<file path="config.mk">
export PLATFORM = sky130hd
export DESIGN_NAME = gfsk_shaper
export DESIGN_NICKNAME = d
export VERILOG_FILES = /design/src/rtl/gfsk_shp_pkg.sv /design/src/rtl/gfsk_tap_line.sv /design/src/rtl/gfsk_fir_sum.sv /design/src/rtl/gfsk_dev_scale.sv /design/src/rtl/gfsk_shaper.sv
export SDC_FILE = /design/constraint.sdc
export NUM_CORES = 1
export LEC_CHECK = 0
export BUFFER_PORTS_ARGS = -buffer_cell sky130_fd_sc_hd__clkbuf_2
export CAP_MARGIN = 20
export CORE_ASPECT_RATIO = 1.75
export CORE_MARGIN = 4
export CORE_UTILIZATION = 45
export CTS_CLUSTER_DIAMETER = 80
export DETAILED_ROUTE_END_ITERATION = 10
export PLACE_DENSITY = 0.61
export SYNTH_ARGS = -nofsm -noshare
export SYNTH_HDL_FRONTEND = slang
export SYNTH_SLANG_ARGS = --single-unit
export TNS_END_PERCENT = 30
</file>
<file path="constraint.sdc">
create_clock -name clk -period 21 [get_ports clk]
set_input_delay 3.15 -clock clk [delete_from_list [all_inputs] [get_ports clk]]
set_output_delay 3.15 -clock clk [all_outputs]
set_load 0.01 [all_outputs]
</file>
<file path="src/rtl/gfsk_shp_pkg.sv">
package gfsk_shp_pkg;

  localparam int NTAPS = 6;

  // sample encoding inside the window
  localparam logic [1:0] SMP_NONE = 2'b00;
  localparam logic [1:0] SMP_POS  = 2'b01;
  localparam logic [1:0] SMP_NEG  = 2'b11;

  // symmetric Gaussian-like weights, newest sample first
  function automatic int tap_coef(input int idx);
    case (idx)
      0, 5:    return 22;
      1, 4:    return 67;
      default: return 111;
    endcase
  endfunction

  function automatic int coef_total();
    int acc;
    acc = 0;
    for (int i = 0; i < NTAPS; i++) acc += tap_coef(i);
    return acc;
  endfunction

  // percent scale 60 + 10*code, truncating toward zero
  function automatic int scaled_dev(input int fir_sum, input int code);
    return (fir_sum * (code + 6)) / 10;
  endfunction

  localparam int FULL_SUM = coef_total();
  localparam int PEAK_DEV = scaled_dev(FULL_SUM, 7);

endpackage

</file>
<file path="src/rtl/gfsk_tap_line.sv">
module gfsk_tap_line
  import gfsk_shp_pkg::*;
(
  input  logic                    clk,
  input  logic                    rst,
  input  logic                    active,
  input  logic                    stb,
  input  logic                    bit_in,
  output logic [NTAPS-1:0][1:0]   win,
  output logic                    line_empty,
  output logic                    win_all_pos
);

  logic [1:0]             hold_q;
  logic [NTAPS-2:0][1:0]  dly_q;
  logic [1:0]             cur_smp;

  assign cur_smp = stb ? (bit_in ? SMP_POS : SMP_NEG) : hold_q;

  always_ff @(posedge clk) begin
    if (rst || !active) begin
      hold_q <= SMP_NONE;
      dly_q  <= '0;
    end else begin
      hold_q <= cur_smp;
      dly_q  <= {dly_q[NTAPS-3:0], cur_smp};
    end
  end

  assign win[0] = cur_smp;
  for (genvar g = 1; g < NTAPS; g++) begin : g_win
    assign win[g] = dly_q[g-1];
  end

  assign line_empty = (hold_q == SMP_NONE) && (dly_q == '0);

  always_comb begin
    win_all_pos = 1'b1;
    for (int i = 0; i < NTAPS; i++)
      if (win[i] != SMP_POS) win_all_pos = 1'b0;
  end

  AST_HOLD_REPEAT: assert property (@(posedge clk) disable iff (rst)
    active ##1 (active && !stb) |-> (cur_smp == $past(cur_smp)));

  AST_IDLE_CLEARS: assert property (@(posedge clk) disable iff (rst)
    !active |=> line_empty);

endmodule

</file>
<file path="src/rtl/gfsk_fir_sum.sv">
module gfsk_fir_sum
  import gfsk_shp_pkg::*;
#(
  parameter int SUM_W = 11
)(
  input  logic [NTAPS-1:0][1:0]     win,
  output logic signed [SUM_W-1:0]   fir_sum
);

  logic signed [SUM_W-1:0] term [NTAPS];

  for (genvar g = 0; g < NTAPS; g++) begin : g_term
    localparam logic signed [SUM_W-1:0] CW = SUM_W'(tap_coef(g));
    always_comb begin
      case (win[g])
        SMP_POS: term[g] = CW;
        SMP_NEG: term[g] = -CW;
        default: term[g] = '0;
      endcase
    end
  end

  always_comb begin
    fir_sum = '0;
    for (int i = 0; i < NTAPS; i++) fir_sum = fir_sum + term[i];
  end

endmodule

</file>
<file path="src/rtl/gfsk_dev_scale.sv">
module gfsk_dev_scale
  import gfsk_shp_pkg::*;
#(
  parameter int SUM_W  = 11,
  parameter int CODE_W = 3,
  parameter int DEV_W  = 16
)(
  input  logic                     clk,
  input  logic                     rst,
  input  logic                     active,
  input  logic signed [SUM_W-1:0]  fir_sum,
  input  logic [CODE_W-1:0]        code,
  output logic signed [DEV_W-1:0]  dev_out
);

  localparam logic signed [DEV_W-1:0] PEAK = DEV_W'(PEAK_DEV);

  logic signed [DEV_W-1:0] dev_d;

  assign dev_d = DEV_W'(scaled_dev(int'(fir_sum), int'(code)));

  always_ff @(posedge clk) begin
    if (rst || !active) dev_out <= '0;
    else                dev_out <= dev_d;
  end

  AST_IDLE_ZERO: assert property (@(posedge clk) disable iff (rst)
    !active |=> (dev_out == '0));

  AST_NO_OVERFLOW: assert property (@(posedge clk) disable iff (rst)
    (dev_out <= PEAK) && (dev_out >= -PEAK));

  AST_SIGN_KEPT: assert property (@(posedge clk) disable iff (rst)
    (active && fir_sum > 0) |=> (dev_out > 0));

endmodule

</file>
<file path="src/rtl/gfsk_shaper.sv">
module gfsk_shaper
  import gfsk_shp_pkg::*;
#(
  parameter int CODE_W = 3,
  parameter int DEV_W  = 16,
  parameter int SUM_W  = 11
)(
  input  logic                     clk,
  input  logic                     rst,
  input  logic                     tx_on,
  input  logic                     shp_en,
  input  logic                     smp_stb,
  input  logic                     tx_bit,
  input  logic [CODE_W-1:0]        dev_scale,
  output logic signed [DEV_W-1:0]  dev_out
);

  logic                     active;
  logic [NTAPS-1:0][1:0]    win;
  logic                     line_empty;
  logic                     win_all_pos;
  logic signed [SUM_W-1:0]  fir_sum;

  assign active = tx_on & shp_en;

  gfsk_tap_line u_line (
    .clk         (clk),
    .rst         (rst),
    .active      (active),
    .stb         (smp_stb),
    .bit_in      (tx_bit),
    .win         (win),
    .line_empty  (line_empty),
    .win_all_pos (win_all_pos)
  );

  gfsk_fir_sum #(.SUM_W(SUM_W)) u_sum (
    .win     (win),
    .fir_sum (fir_sum)
  );

  gfsk_dev_scale #(.SUM_W(SUM_W), .CODE_W(CODE_W), .DEV_W(DEV_W)) u_scale (
    .clk     (clk),
    .rst     (rst),
    .active  (active),
    .fir_sum (fir_sum),
    .code    (dev_scale),
    .dev_out (dev_out)
  );

  AST_FULL_RUN: assert property (@(posedge clk) disable iff (rst)
    win_all_pos |-> (fir_sum == SUM_W'(FULL_SUM)));

  AST_EMPTY_ZERO: assert property (@(posedge clk) disable iff (rst)
    (line_empty && active && !smp_stb) |=> (dev_out == '0));

endmodule

</file>
# == Word level (Yosys, flattened, before mapping) ==
# Cells that the tools add are included.
# classes
n_addsub,6
multipliers,1
div,1
eq_ne,12
mux,8
bitwise_logic,1
reduce_logical,2
# op_table
op,n
$pmux W11 S2,6
$add A11 B11 Y11,5
$div A32 B5 Y32 const B,1
$mul A11 B5 Y16,1
$eq A2 B1 Y1 const B,6
$eq A2 B2 Y1 const B,6
$add A3 B3 Y4 const B,1
$mux W2,2
$and A1 B1 Y1,1
$logic_not A1 Y1,1
$logic_or A1 B1 Y1,1
# totals
register_bits,26

# == Logic depth before layout (Yosys ltp) ==
# Gate-level depths: netlist of the first run.
# depth
depth_word,11
ltp_mapped,55
ltp_nobuf,51

# == Hierarchy ==
# Synthesis of the first run repeated with hierarchy kept, for this count alone.
# hier_totals
hier_cells,853
area_unflattened_um2,6844.1
# by_module_without_submodules
module,instances,cells_per_inst,area_per_inst_um2
gfsk_dev_scale,1,694,5331.4
gfsk_fir_sum,1,125,1167.4
gfsk_tap_line,1,33,339.1
gfsk_shaper,1,1,6.3

# == Least setup slack after synthesis of the first run ==
# Ideal clock, no wire load.
# synth_path
kind,input to register
startpoint,input smp_stb
endpoint,register u_scale.dev_out[6]
arrival_ps,15230
setup_slack_ps,5699
path_stages,51
path_cell_list,mux2_2 -> fa_1 -> inv_1 -> fa_1 -> inv_1 -> fa_1 -> inv_1 -> ha_1 -> a21o_1 -> a21oi_1 -> o21bai_1 -> a21oi_1 -> o21bai_1 -> a21oi_1 -> xor2_1 -> nor2_1 -> ha_1 -> fa_1 -> [... 15 more ...] -> or3_1 -> buf_2 -> and2_1 -> buf_6 -> and3_1 -> or3_1 -> a211o_1 -> a32oi_4 -> xnor2_1 -> ha_1 -> nand3_1 -> a2bb2oi_1 -> mux2_2 -> and3_1 -> ha_1 -> and4_1 -> or3_1 -> a21oi_1
# synth_between
elab_chain_cells,10
word_cells_on_any_way,11
# synth_rtl
element,line_no,text
from (decl),gfsk_shaper.sv:12,"input logic smp_stb,"
$mux W2 *,gfsk_tap_line.sv:18,assign cur_smp = stb ? (bit_in ? SMP_POS : SMP_NEG) : hold_q;
$eq A2 B2 Y1 or $eq A2 B1 Y1 (tied branches),gfsk_fir_sum.sv:15,case (win[g])
$pmux W11 S2 *,gfsk_fir_sum.sv:15,
$add A11 B11 Y11 * (5 in a row),gfsk_fir_sum.sv:25,for (int i = 0; i < NTAPS; i++) fir_sum = fir_sum + term[i];
$mul A11 B5 Y16 *,gfsk_shp_pkg.sv:28,return (fir_sum * (code + 6)) / 10;
$div A32 B5 Y32 *,gfsk_shp_pkg.sv:28,
to (signal assigned),gfsk_dev_scale.sv:24,else dev_out <= dev_d;
to (decl),gfsk_dev_scale.sv:13,output logic signed [DEV_W-1:0] dev_out
# Every way passes the cells marked *; elsewhere a longest branch is shown, timed or not.
# A chain may end at the register's enable or synchronous reset.

# == Worst setup path after layout of the first run ==
# Ends and elaborated chain as after synthesis.

==> results of run 1 <==
==> registers in the layout (all words and copies together), names as in the netlist <==
register	count
u_line.hold_q	2
u_line.win	8
u_scale.dev_out	16
==> stage by stage <==
stage | hold WS (ps) | instances | cell area (sq um) | total power [mW]
2_1_floorplan | 444 | 864 | 6570 | 0.813
3_3_place_gp | 454 | 1044 | 6830 | 1.02
3_5_place_dp | 468 | 1044 | 6830 | 1.01
4_1_cts | 483 | 1048 | 6930 | 1.07
5_1_grt | 514 | 1048 | 6930 | 1.18
6_report | 484 | 1048 | 6930 | 1.09
==> cell families after synthesis <==
kind of cell,share of synthesized area [%]
AOI/OAI and AO/OA,26.4
xor gates and xnor gates,6.02
adders and majority gates,24.9
buffers and inverters,8.59
DFF,7.92
muxes,2.40
and+or+nand+nor,23.8
==> worst paths after layout <==
kind,startpoint,end,depth (start not counted)
max,smp_stb,u_scale.dev_out[6],50
min,u_line.win[5],u_line.win[7],1
max reg2reg,u_line.hold_q[0],u_scale.dev_out[6],50
min reg2reg,u_line.win[5],u_line.win[7],1
==> layout by cell type, fill, tap and decap left out, drive strengths merged, types with 11 or more instances in the layout <==
| master | n |
|---|---|
| nand3 | 20 |
| a211oi | 18 |
| nor2b | 14 |
| fa | 53 |
| a21oi | 40 |
| and2 | 16 |
| xor2 | 19 |
| clkbuf | 27 |
| o211ai | 11 |
| inv | 114 |
| or3 | 12 |
| nor2 | 93 |
| nand2 | 72 |
| dfxtp | 26 |
| xnor2 | 20 |
| ha | 45 |
| o21ai | 37 |
| nor3 | 25 |
==> synthesized netlist by cell type (all sizes together), types with 19 or more instances <==
library cell	number	share of area [%]
nand2	72	4.2
nand3	20	1.5
o21ai	37	2.9
xnor2	20	2.8
fa	53	16
xor2	19	2.5
ha	45	8.6
nor2	93	5.3
a21oi	40	3.0
inv	114	6.5
nor3	25	2.1
dfxtp	26	7.9
==> layer usage <==
| metal | vias to the layer above | track usage, % | wire length, microns |
|---|---|---|---|
| met5 | - | 0 | 0 |
| met2 | 196 | 43.2 | 10100 |
| met3 | 43 | 1.33 | 618 |
| met4 | 0 | 7.97 | 635 |
| met1 | 3022 | 23.1 | 6710 |
| li1 | 3085 | - | - |
==> power by group through the flow <==
stage / clock [mW] / sequential [mW] / combinational, mW
final: 0.0567 / 0.0570 / 0.972
after global routing: 0.0591 / 0.0576 / 1.06
after CTS: 0.0574 / 0.0571 / 0.956
after detailed placement: 0 / 0.0582 / 0.952
after global placement: 0 / 0.0581 / 0.957
after floorplan: 0 / 0.0610 / 0.752
==> layout make-up <==
cell class | instances | share of cell area, %
inverter | 114 | 6.17
sequential | 26 | 7.51
clock buffer | 3 | 1.08
multi-input combinational | 694 | 79.2
clock inverter | 1 | 0.433
tap | 180 | 3.25
timing repair buffer | 30 | 2.38
==> flow_summary_export.csv, run 1 <==
group,metric,value,unit
outcome,run_status,"complete, no violations",
layout,drive_gt1_share,8.41,%
sta,fin_ws,4100,ps
synthesis,synthArstFlopShare,0,%
flow_run,max_cap_violations,0,
critical_path,critPathArrivalTime,17090,ps
synthesis,netlist_area,6570,sq um
sta,rsz0062_at_grt,"false",
sta,min_period_over_period,80.5,%
layout,seqCellArea,520,sq um
global_route,grt_max_degree,29,
die,die_w,99.4,microns
layout,layout.nets,976,
pwr,ir_worst_vdd,98.9,uV
global_route,grt_use_total,21.7,%
sta,setup_viol,0,
critical_path,path_buf_inv,6,
pwr,clock_power_share,5.2,%
pwr,leakagePower,3.19,nW
sta,tightestPinTransition,1010,ps
die,ioPinCount,25,
sta,fin_skew,4.31,ps
global_route,gr-total-overflow,0,
pwr,swShare,58.9,%
route,vias,6346,
clock_tree,h-tree-depth,1,
synthesis,ys_ff_latch,26,
critical_path,required,21200,ps
sta,max_freq,59.2,MHz
route,vias_per_cell,6.06,
critical_path,end_kind,"register",
clock_tree,cts-root-buf,"clkbuf_16",
route,detail-route-antenna-nets,0,
critical_path,rrSetupSlack,6590,ps
place,port_buffers,24,
min_path,hold_class,"register to register",
layout,final_core_util,48.2,%
route,wl_per_cell,17.3,microns
critical_path,cp_top_family,"adder cells",
synthesis,synthCells,864,
place,pre_cts_slack,3930,ps
synthesis,synthFlopType,"dfxtp_1",
clock_tree,cts_tree,"built",
clock_tree,cts_resized,0,
pwr,pwr-share-comb,89.5,%
critical_path,cpPeakStageDelay,740,ps
die,die_area,16700,sq um
sta,fin_crit,16900,ps
critical_path,crit_slowest_cell,"xor3_1",
clock_tree,ctsHoldBuffers,0,
layout,syn_to_final_growth,5.46,%
synthesis,yosys_warnings,0,
route,drc,0,
synthesis,synth_area_per_cell,7.61,sq um
route,drt_iter0_drc,366,
die,core-area,14400,sq um
pwr,p_switching,0.640,mW
pwr,p_seq_share,5.3,%
pwr,cellPowerDensity,157,nW/um^2
global_route,grt_pass1_wl,30.0,mm
clock_tree,cts.sinks,26,
clock_tree,cts-buffers-inserted,3,
die,std_cell_rows,58,
die,die_h,168,microns
clock_tree,post_cts_buffers,0,
layout,fillers,1475,
sta,slew_headroom,32.5,%
global_route,grt_pass1_vias,6308,
clock_tree,insertion_delay,260,ps
sta,hold_viol_final,0,
clock_tree,clock_path_buffers,2,
layout,multi_input_area,5490,sq um
place,place.gp.congestion,0.973,
pwr,internal_power,0.446,mW
clock_tree,clk_pin_slew,70,ps
synthesis,syn-num-nets,971,
route,firstDrtPassIters,5,
layout,antenna-diode-count,0,
synthesis,ys_seq_area_share,7.92,%
critical_path,path_class,"input pin to register",
place,hpwlAfterDp,15.1,mm
critical_path,critPathLaunchType,"input pin",
sta,finalMaxSlewViolations,0,
route,wirelength,18.1,mm
sta,setup_tns,0,ps
die,start_util,45.7,%
critical_path,path_max_fanout,23,
synthesis,synth_cell_types,91,
global_route,antenna_found_initial,0,
synthesis,synth-edff-count,0,
Power figures use the tool's default switching activity.
==> run 2: changes to the inputs <==
--- a/config.mk
+++ b/config.mk
@@ -12,7 +12,7 @@
 export CORE_UTILIZATION = 45
 export CTS_CLUSTER_DIAMETER = 80
 export DETAILED_ROUTE_END_ITERATION = 10
-export PLACE_DENSITY = 0.61
+export PLACE_DENSITY = 0.63
 export SYNTH_ARGS = -nofsm -noshare
 export SYNTH_HDL_FRONTEND = slang
 export SYNTH_SLANG_ARGS = --single-unit
==> constraint.sdc (replaced) <==
create_clock -name clk -period 15.4 [get_ports clk]
set_input_delay 2.31 -clock clk [delete_from_list [all_inputs] [get_ports clk]]
set_output_delay 2.31 -clock clk [all_outputs]
set_load 0.01 [all_outputs]
==> run 2 against run 1 <==
Net effect: count of clock-buffer cells in the layout stayed put; total power is 51% higher; cell count is 4.2% higher; global-route usage is 0.86 points higher; die area unchanged; sequential cell count is the same; worst hold slack gained 3.6 ps.
==> flow_summary_export.csv, run 2 (same netlist as run 1, synthesis figures left out) <==
group,metric,value,unit
outcome,run_status,"complete, no violations",
sta,slew_headroom,38.6,%
clock_tree,insertion_delay,270,ps
layout,drive_gt1_share,14.8,%
sta,setup_tns,0,ps
critical_path,critPathLaunchType,"input pin",
route,detail-route-antenna-nets,0,
pwr,p_switching,0.910,mW
layout,syn_to_final_growth,11.9,%
critical_path,path_max_fanout,11,
critical_path,critPathArrivalTime,14980,ps
clock_tree,cts-buffers-inserted,3,
die,start_util,45.7,%
critical_path,cpPeakStageDelay,640,ps
pwr,cellPowerDensity,222,nW/um^2
place,hpwlAfterDp,15.8,mm
clock_tree,ctsHoldBuffers,0,
die,ioPinCount,25,
clock_tree,cts_tree,"built",
global_route,grt_pass1_vias,6658,
pwr,swShare,55.6,%
pwr,pwr-share-comb,90.5,%
layout,multi_input_area,5580,sq um
layout,seqCellArea,520,sq um
clock_tree,h-tree-depth,1,
place,dp_cells,1085,
route,drt_iter0_drc,304,
die,std_cell_rows,58,
layout,antenna-diode-count,0,
place,pre_cts_slack,75.9,ps
sta,fin_crit,14790,ps
flow_run,max_cap_violations,0,
global_route,antenna_found_initial,0,
sta,fin_skew,10.7,ps
min_path,hold_class,"register to register",
route,wl_per_cell,17.1,microns
layout,design_area,7350,sq um
place,place.gp.congestion,1.01,
pwr,leakagePower,3.42,nW
route,vias,6570,
sta,max_freq,67.6,MHz
die,die_h,168,microns
clock_tree,clock_path_buffers,2,
critical_path,cp_common_cell,"inv_1",
die,die_area,16700,sq um
clock_tree,cts-root-buf,"clkbuf_16",
place,port_buffers,24,
die,core-area,14400,sq um
critical_path,path_class,"input pin to register",
place,postPlaceCellArea,7130,sq um
sta,setup_viol,0,
sta,min_period_over_period,96.0,%
critical_path,r2r_cells,48,
route,vias_per_cell,6.02,
layout,fillers,1469,
global_route,grt_use_total,22.5,%
pwr,ir_worst_vdd,147,uV
global_route,grt_max_degree,16,
layout,top_register,"u_scale.dev_out",
pwr,p_seq_share,4.8,%
layout,layout_common_cells,"inv_1 (113), nor2_1 (92), nand2_1 (71), fa_1 (53), buf_4 (50)",
pwr,clock_power_share,4.7,%
sta,fin_ws,614,ps
layout,final_common_cell,"inv_1",
global_route,gr-total-overflow,0,
sta,tightestPinTransition,915,ps
route,drc,0,
clock_tree,clk_pin_slew,70,ps
die,die_w,99.4,microns
layout,final_core_util,51.2,%
critical_path,required,15590,ps
min_path,hold_depth,1,
sta,hold_viol_final,0,
clock_tree,cts.sinks,26,
sta,finalMaxSlewViolations,0,
layout,largest_register_ffs,16,
layout,layout.nets,1020,
route,firstDrtPassIters,5,
global_route,grt_pass1_wl,31.2,mm
pwr,internal_power,0.726,mW
critical_path,end_kind,"register",
layout,finalNonFillerCells,1092,
route,wirelength,18.7,mm
critical_path,crit_slowest_cell,"or4_4",
-- run 2: cell types whose count changed in the layout (fill, tap and decap cells not counted), sizes merged --
| cell | change |
|---|---|
| buf | +44 |
-- run 2: stage by stage --
stage / total power, mW / hold slack (ps)
after floorplan: 1.11 / 444
after global placement: 1.50 / 458
after detailed placement: 1.50 / 477
after CTS: 1.58 / 490
after global routing: 1.75 / 523
final: 1.64 / 488
-- run 2: path summary, 6_finish.rpt --
path / start / end / slack, ps
setup / recovery: smp_stb / u_scale.dev_out[6] / 610
hold / removal: u_line.win[5] / u_line.win[7] / 490
setup reg to reg: u_line.hold_q[0] / u_scale.dev_out[6] / 2240
hold reg to reg: u_line.win[5] / u_line.win[7] / 490
-- run 2: final cells by class --
type	count	share of cell area (%)
multi-input combinational	694	75.9
sequential	26	7.08
timing repair buffer	74	6.74
inverter	114	5.82
tap	180	3.06
clock buffer	3	1.02
clock inverter	1	0.408
-- run 2: power by group through the flow --
stage	Combinational [mW]	Sequential [mW]	Clock (mW)
after floorplan	1.03	0.0832	0
after CTS	1.42	0.0780	0.0775
after global placement	1.42	0.0794	0
after detailed placement	1.42	0.0796	0
final	1.48	0.0780	0.0770
after global routing	1.60	0.0785	0.0798
-- run 2: per-layer routing --
metal	global-route usage [%]	part of all wire, %	vias to the layer above
met5	0	0	-
met4	10.3	5.0	0
met3	1.87	3.1	84
met2	44.9	56	218
met1	22.8	36	3097
li1	-	-	3171
-- run 2: what timing repair did --
item / 4_1_cts / 5_1_grt
setup buffers: 0 / 3
gates resized for setup: 0 / 20
setup endpoints to repair: 0 / 8
-- run 2: worst max-delay path: cells and delay by family --
family	cells	cell delay (ps)
and+or+nand+nor	12	3720
xor gates and xnor gates	2	310
buffers and inverters	9	830
adders and majority gates	10	4130
AOI/OAI and AO/OA	12	2590
muxes	3	1080
